$ cat src/rtl/gbx_pkg.sv
package gbx_pkg;

  // Greatest common divisor, evaluated at elaboration for the ratio pattern.
  function automatic int gcd_f(input int a, input int b);
    int x;
    int y;
    int t;
    x = a;
    y = b;
    while (y != 0) begin
      t = y;
      y = x % y;
      x = t;
    end
    return x;
  endfunction

  // Output words in one repeat of the rate pattern: lcm(blk, out) / out.
  function automatic int pattern_words(input int blk_w, input int out_w);
    return blk_w / gcd_f(blk_w, out_w);
  endfunction

  // Blocks consumed in one repeat of the rate pattern: lcm(blk, out) / blk.
  function automatic int pattern_blocks(input int blk_w, input int out_w);
    return out_w / gcd_f(blk_w, out_w);
  endfunction

  // Buffer depth: up to one word less a bit stays behind, then a block lands.
  function automatic int buffer_bits(input int blk_w, input int out_w);
    return blk_w + out_w - 1;
  endfunction

endpackage

$ cat src/rtl/gbx_sched.sv
module gbx_sched #(
  parameter int BLK_W = 66,
  parameter int OUT_W = 32,
  parameter int CNT_W = 7
) (
  input  logic             clk,
  input  logic             rst,
  input  logic             in_valid,
  output logic             in_ready,
  output logic             emit,
  output logic             accept,
  output logic [CNT_W-1:0] fill,
  output logic [CNT_W-1:0] rem
);

  localparam logic [CNT_W-1:0] WORD_BITS  = CNT_W'(OUT_W);
  localparam logic [CNT_W-1:0] BLOCK_BITS = CNT_W'(BLK_W);

  logic [CNT_W-1:0] fill_q;

  // Bits still buffered once this cycle's word (if any) has left.
  function automatic logic [CNT_W-1:0] after_emit(input logic [CNT_W-1:0] f,
                                                  input logic e);
    return e ? (f - WORD_BITS) : f;
  endfunction

  always_comb begin
    emit     = (fill_q >= WORD_BITS);
    rem      = after_emit(fill_q, emit);
    in_ready = (rem < WORD_BITS);
    accept   = in_valid && in_ready;
  end

  always_ff @(posedge clk) begin
    if (rst) begin
      fill_q <= '0;
    end else begin
      fill_q <= rem + (accept ? BLOCK_BITS : '0);
    end
  end

  assign fill = fill_q;

endmodule

$ cat src/rtl/gbx_buffer.sv
module gbx_buffer #(
  parameter int BLK_W = 66,
  parameter int OUT_W = 32,
  parameter int BUF_W = 97,
  parameter int CNT_W = 7
) (
  input  logic             clk,
  input  logic             rst,
  input  logic             emit,
  input  logic             accept,
  input  logic [CNT_W-1:0] wr_pos,
  input  logic [BLK_W-1:0] blk,
  output logic [OUT_W-1:0] word
);

  logic [BUF_W-1:0] buf_q;
  logic [BUF_W-1:0] kept;
  logic [BUF_W-1:0] landed;

  // Unused bits above the fill level stay zero, so a new block is OR-ed in.
  function automatic logic [BUF_W-1:0] place(input logic [BLK_W-1:0] b,
                                             input logic [CNT_W-1:0] pos);
    logic [BUF_W-1:0] ext;
    ext = {{(BUF_W-BLK_W){1'b0}}, b};
    return ext << pos;
  endfunction

  always_comb begin
    kept   = emit ? (buf_q >> OUT_W) : buf_q;
    landed = accept ? place(blk, wr_pos) : '0;
  end

  always_ff @(posedge clk) begin
    if (rst) begin
      buf_q <= '0;
    end else begin
      buf_q <= kept | landed;
    end
  end

  assign word = buf_q[OUT_W-1:0];

endmodule

$ cat src/rtl/gbx_pattern.sv
module gbx_pattern #(
  parameter int WORDS = 33
) (
  input  logic clk,
  input  logic rst,
  input  logic emit,
  output logic pat_wrap
);

  localparam int IDX_W = (WORDS > 1) ? $clog2(WORDS) : 1;
  localparam logic [IDX_W-1:0] LAST = IDX_W'(WORDS - 1);

  logic [IDX_W-1:0] idx_q;

  assign pat_wrap = emit && (idx_q == LAST);

  always_ff @(posedge clk) begin
    if (rst) begin
      idx_q <= '0;
    end else if (emit) begin
      idx_q <= pat_wrap ? '0 : idx_q + 1'b1;
    end
  end

endmodule

$ cat src/rtl/gbx_tx_66to32.sv
module gbx_tx_66to32 #(
  parameter int HDR_W = 2,
  parameter int PAY_W = 64,
  parameter int OUT_W = 32
) (
  input  logic             clk,
  input  logic             rst,
  input  logic             in_valid,
  output logic             in_ready,
  input  logic [HDR_W-1:0] in_hdr,
  input  logic [PAY_W-1:0] in_payload,
  output logic             out_valid,
  output logic [OUT_W-1:0] out_word
);

  localparam int BLK_W     = HDR_W + PAY_W;
  localparam int BUF_W     = gbx_pkg::buffer_bits(BLK_W, OUT_W);
  localparam int CNT_W     = $clog2(BUF_W + 1);
  localparam int PAT_WORDS = gbx_pkg::pattern_words(BLK_W, OUT_W);

  // Named internal events, observed by the bound checker.
  logic             emit_w;
  logic             accept_w;
  logic             pat_wrap_w;
  logic [CNT_W-1:0] fill_w;
  logic [CNT_W-1:0] rem_w;
  logic [BLK_W-1:0] blk_w;

  // Header occupies the low bits so it leaves first.
  assign blk_w = {in_payload, in_hdr};

  gbx_sched #(.BLK_W(BLK_W), .OUT_W(OUT_W), .CNT_W(CNT_W)) u_sched (
    .clk      (clk),
    .rst      (rst),
    .in_valid (in_valid),
    .in_ready (in_ready),
    .emit     (emit_w),
    .accept   (accept_w),
    .fill     (fill_w),
    .rem      (rem_w)
  );

  gbx_buffer #(.BLK_W(BLK_W), .OUT_W(OUT_W), .BUF_W(BUF_W), .CNT_W(CNT_W)) u_buffer (
    .clk    (clk),
    .rst    (rst),
    .emit   (emit_w),
    .accept (accept_w),
    .wr_pos (rem_w),
    .blk    (blk_w),
    .word   (out_word)
  );

  gbx_pattern #(.WORDS(PAT_WORDS)) u_pattern (
    .clk      (clk),
    .rst      (rst),
    .emit     (emit_w),
    .pat_wrap (pat_wrap_w)
  );

  assign out_valid = emit_w;

endmodule

$ cat config.mk
export PLATFORM = sky130hd
export DESIGN_NAME = gbx_tx_66to32
export DESIGN_NICKNAME = d
export VERILOG_FILES = /design/src/rtl/gbx_pkg.sv /design/src/rtl/gbx_sched.sv /design/src/rtl/gbx_buffer.sv /design/src/rtl/gbx_pattern.sv /design/src/rtl/gbx_tx_66to32.sv
export SDC_FILE = /design/constraint.sdc
export NUM_CORES = 1
export LEC_CHECK = 0
export ABC_AREA = 1
export CAP_MARGIN = 5
export CELL_PAD_IN_SITES_DETAIL_PLACEMENT = 0
export CELL_PAD_IN_SITES_GLOBAL_PLACEMENT = 2
export CORE_MARGIN = 3
export CORE_UTILIZATION = 27
export CTS_BUF_LIST = sky130_fd_sc_hd__clkbuf_4
export DETAILED_ROUTE_END_ITERATION = 16
export PLACE_DENSITY = 0.87
export SLEW_MARGIN = 30
export SYNTH_ARGS = -nofsm -noshare
export SYNTH_HDL_FRONTEND = slang
export SYNTH_HIERARCHICAL = 1
export SYNTH_SLANG_ARGS = --single-unit
$ cat constraint.sdc
create_clock -name clk -period 1.6 [get_ports clk]
set_input_delay 0.32 -clock clk [delete_from_list [all_inputs] [get_ports clk]]
set_output_delay 0.32 -clock clk [all_outputs]
set_load 0.01 [all_outputs]
## After elaboration in Yosys (flattened, before gate mapping)

Index checks and enable logic that the tools add are counted.
Widths: inputs -> output; s select.

| word-level totals | value |
|---|---|
| logic and storage cells | 13 |
| register bits | 104 |
| output and inout bits | 34 |
| input port bits | 69 |

| operators by class | value |
|---|---|
| shifts and indexed selects | 1 |
| multiplexer cells | 4 |
| $lt $le $gt $ge | 2 |
| add/subtract/negate cells | 2 |
| reductions and logical operators | 1 |
| bitwise logic cells | 1 |

Operators with widths:

| cell | number |
|---|---|
| $mux 97 | 2 |
| $or 97x97->97 | 1 |
| $shl 66x7->97 | 1 |
| $mux 7 | 2 |
| $add 7x7->7 | 1 |
| $ge 7x6->1 const B | 1 |
| $lt 7x6->1 const B | 1 |
| $sub 7x6->7 const B | 1 |
| $logic_and 1x1->1 | 1 |

## Depth between registers and ports, before layout

| logic depth | value |
|---|---|
| word-level depth | 6 |
| gate-level depth with buffers | 17 |
| depth with buffers taken out | 13 |

## Modules after synthesis

Netlist, hierarchy kept.

Modules (own cells, without submodules):

| module | sequential area each (um^2) | area each (um^2) | times used | cells an instance |
|---|---|---|---|---|
| gbx_buffer | 1941.9 | 9351.5 | 1 | 1703 |
| gbx_sched | 120.1 | 330.3 | 1 | 47 |

## Worst setup path after synthesis

No wires, ideal clock.

| path | value |
|---|---|
| path type | register to register |
| start | register u_sched.fill_q[6] (netlist: u_sched/fill[6]) |
| end | register u_buffer.buf_q[34] |
| cell stages (with the launch flop) | 7 |
| arrival | 1.581 ns |
| path buffers | 2 |
| setup time | 0.132 ns |
| slack | -0.113 ns |
| period minus slack after synthesis | 1.713 ns |
| required time | 1.468 ns |
| cell sequence | dfxtp_1 inv_1 nand2_1 clkbuf_1 buf_1 mux2i_1 a21oi_1 |

| on the way | value |
|---|---|
| longest elaborated chain between the ends | 6 |
| elaborated cells on any way between the ends | 9 |
| classes of those cells | add/sub (1); order compare (2); shift (1); mux (3); bitwise (1); reduce/logical (1) |

Ends and longest elaborated chain:

| element | RTL line | text |
|---|---|---|
| start: declaration | gbx_sched.sv:19 | `logic [CNT_W-1:0] fill_q;` |
| start signal: assignment | gbx_sched.sv:38 | `fill_q <= rem + (accept ? BLOCK_BITS : '0);` |
| $sub 7x6->7 / $ge 7x6->1 (equally long branches) | gbx_sched.sv:24, gbx_sched.sv:28 |  |
| $mux 7 (*) | gbx_sched.sv:24 | `return e ? (f - WORD_BITS) : f;` |
| $lt 7x6->1 (*) | gbx_sched.sv:30 | `in_ready = (rem < WORD_BITS);` |
| via in_ready | gbx_tx_66to32.sv:9 | `output logic in_ready,` |
| $logic_and 1x1->1 (*) | gbx_sched.sv:31 | `accept = in_valid && in_ready;` |
| $mux 97 (*) | gbx_buffer.sv:30 | `landed = accept ? place(blk, wr_pos) : '0;` |
| $or 97x97->97 (*) | gbx_buffer.sv:37 | `buf_q <= kept \| landed;` |
| end signal: assignment | gbx_buffer.sv:37 |  |
| end: declaration | gbx_buffer.sv:16 | `logic [BUF_W-1:0] buf_q;` |

Mark *: on every way through the listed nets, which the timed path passes. The rest lies on a longest branch.
A chain may end at the register's enable or synchronous reset.

## Worst setup path after layout

| path | value |
|---|---|
| start | register u_sched.fill_q[1] (netlist: u_sched/fill[1]) |
| end | register u_buffer.buf_q[79] |

| on the way | value |
|---|---|
| longest elaborated chain between the ends | 6 |
| elaborated cells on any way between the ends | 9 |
| classes of those cells | add/sub (1); order compare (2); shift (1); mux (3); bitwise (1); reduce/logical (1) |

Ends and longest elaborated chain:

| element | RTL line |
|---|---|
| parallel branches: the longest is 5 deep, another holds $sub 7x6->7 | -- |
| $or 97x97->97 (*) | gbx_buffer.sv:37 |

Mark *: on every way between the ends.

==> impl_metrics.env <==
export IMPL_dpl_cell_area_um2=11800
export IMPL_post_route_util_pct=41.1
export IMPL_cp_start_kind="flip-flop"
export IMPL_drv_slew=0
export IMPL_holdCritPathClass="in2reg"
export IMPL_clk_latency_ps=510
export IMPL_path_clk_slew_ps=200
export IMPL_grt_pass1_vias=11800
export IMPL_wl_per_cell_um=20.3
export IMPL_placed_cells=2290
export IMPL_drive_above_1_share_pct=34.8
export IMPL_p_int_mw=5.33
export IMPL_ioPinCount=103
export IMPL_synth_cells=1749
export IMPL_die_w_um=195
export IMPL_fin_nets=1937
export IMPL_grt_max_degree=71
export IMPL_drv_cap=0
export IMPL_cts_buffer_depth=2
export IMPL_core_um2=35000
export IMPL_p_seq_share_pct=29.7
export IMPL_stdcell_count=2328
export IMPL_rows=68
export IMPL_drtIter0Drc=1169
export IMPL_dp_hpwl_mm=34.0
export IMPL_grt_usage_pct=22.7
export IMPL_dieHeight_um=195
export IMPL_min_period_ps=1960
export IMPL_pwr_share_comb_pct=57.0
export IMPL_critPathCaptureType="flip-flop"
export IMPL_powerDensity_nw_per_um2=693
export IMPL_setup_tns_final_ps=-22360
export IMPL_drc=0
export IMPL_cp_max_fo=5
export IMPL_antenna_found_initial=2
export IMPL_ctsHoldBuffers=0
export IMPL_report_final_hold_viol_count=0
export IMPL_leakage_nw=6.27
export IMPL_final_period_utilization_pct=123
export IMPL_tritoncts="yes"
export IMPL_numCtsBuffers=9
export IMPL_crit_type="reg2reg"
export IMPL_rr_worst_depth=8
export IMPL_swShare_pct=46.4
export IMPL_drtPass1Iterations=5
export IMPL_io_buffers=102
export IMPL_cts_sinks=103
export IMPL_pwr_share_clk_pct=13.4
export IMPL_worst_slack_ps=-361
export IMPL_max_slew_worst_pin_slew_ps=512
export IMPL_p_sw_mw=4.62
export IMPL_setup_viol=99
export IMPL_yosysWarningCount=6
export IMPL_clock_fmax_mhz=510
export IMPL_syn_nets=1820
export IMPL_gp_congestion=1.00
export IMPL_antenna_left=0
export IMPL_vias_per_cell=5.43
export IMPL_synth_area_per_cell_um2=5.53
export IMPL_area_growth_pct=48.4
export IMPL_slew_headroom_pct=65.8
export IMPL_fill_cells=3716
export IMPL_design_area_um2=14400
export IMPL_rsz0062_at_grt="yes"
export IMPL_num_vias=12700
export IMPL_cts_root_buf="clkbuf_4"
export IMPL_start_util_pct=27.7
export IMPL_grt_overflow=0
export IMPL_crit_required_ps=2030
export IMPL_critPathArrivalTime_ps=2400
export IMPL_violations="setup timing"
export IMPL_wirelength_mm=47.3
export IMPL_cts_htree_levels=3
export IMPL_grt_pass1_wl_mm=68.7
export IMPL_holdPathStages=3
export IMPL_p_total_mw=9.95
export IMPL_synth_cell_area_um2=9670
export IMPL_die_area_um2=38100
export IMPL_irDropWorstVdd_uv=419
export IMPL_finClkSkew_ps=39.2
export IMPL_status="complete, but fails checks"
-- stage by stage --
step / hold WS [ps] / setup WS [ps]
final: 239 / -361
after global routing: 202 / -435
after CTS: 198 / -286
after detailed placement: 452 / -597
after global placement: 451 / -598
after floorplan: 389 / -15.4
-- power groups by stage --
stage | registers, mW | clock network, mW | logic [mW]
floorplan | 2.95 | 0 | 2.70
global placement | 2.99 | 0 | 4.42
detailed placement | 3.00 | 0 | 4.42
CTS | 2.95 | 1.40 | 4.93
global route | 2.99 | 1.49 | 6.09
finish | 2.95 | 1.33 | 5.67
-- worst max-delay path, stage by stage, from the launching register on --
cell and delay [ps]:
dfxtp_4 490, buf_12 160, o211ai_1 200, buf_4 210
nand3b_1 210, a21oi_1 160, nand2_1 120, o21bai_1 180
a21oi_1 130
-- area by class of cell --
type / instances / area [µm²] / area share, %
Antenna cell: 2 / 5.00 / 0.0349
Timing Repair Buffer: 278 / 2850 / 19.9
Sequential cell: 103 / 2080 / 14.5
Clock inverter: 7 / 57.6 / 0.401
Clock buffer: 9 / 67.6 / 0.471
Inverter: 73 / 299 / 2.08
Multi-Input combinational cell: 1401 / 8430 / 58.7
Tap cell: 455 / 569 / 3.96
-- sequential cells by signal (all words and copies together) (netlist names) --
name / flops
u_sched/fill: 6
u_buffer/buf_q: 97
-- layer usage --
| layer | vias to the layer above | routed length (µm) | global-route usage, % |
|---|---|---|---|
| li1 | 6090 | - | - |
| met1 | 6074 | 20600 | 30.1 |
| met2 | 419 | 22800 | 39.3 |
| met3 | 69 | 2670 | 2.85 |
| met4 | 0 | 1230 | 5.55 |
| met5 | - | 0 | 0 |
-- what timing repair did --
item / 4_1_cts / 5_1_grt
endpoints found under the hold margin: 0 / 0
resized for setup: 294 / 263
endpoints found under the setup margin: 128 / 103
cloned: 5 / 6
buffers inserted: 5 / 4
pin swaps: 40 / 49
-- layout by cell type, fill, tap and decap left out, types with 11 or more instances in the layout --
master	instances
inv_1	59
o21ai_0	55
dfxtp_1	93
nand2_2	97
nor2_1	31
buf_6	11
nand4_1	28
buf_4	129
buf_12	25
clkdlybuf4s50_1	67
nand3_4	18
nand3_2	256
o21ai_2	14
dlygate4sd2_1	31
nand2_1	482
nand3_1	233
o21ai_1	14
a21oi_1	92
a31oi_1	11
-- final timing paths --
kind                            slack (ps)                from                 end
worst max-delay path                  -360     u_sched/fill[1]  u_buffer/buf_q[79]
worst min-delay path                   240                 rst  u_buffer/buf_q[37]
worst max register to register        -360     u_sched/fill[1]  u_buffer/buf_q[79]
worst min register to register         470  u_buffer/buf_q[95]  u_buffer/buf_q[95]
(Power assumes the default switching activity.)
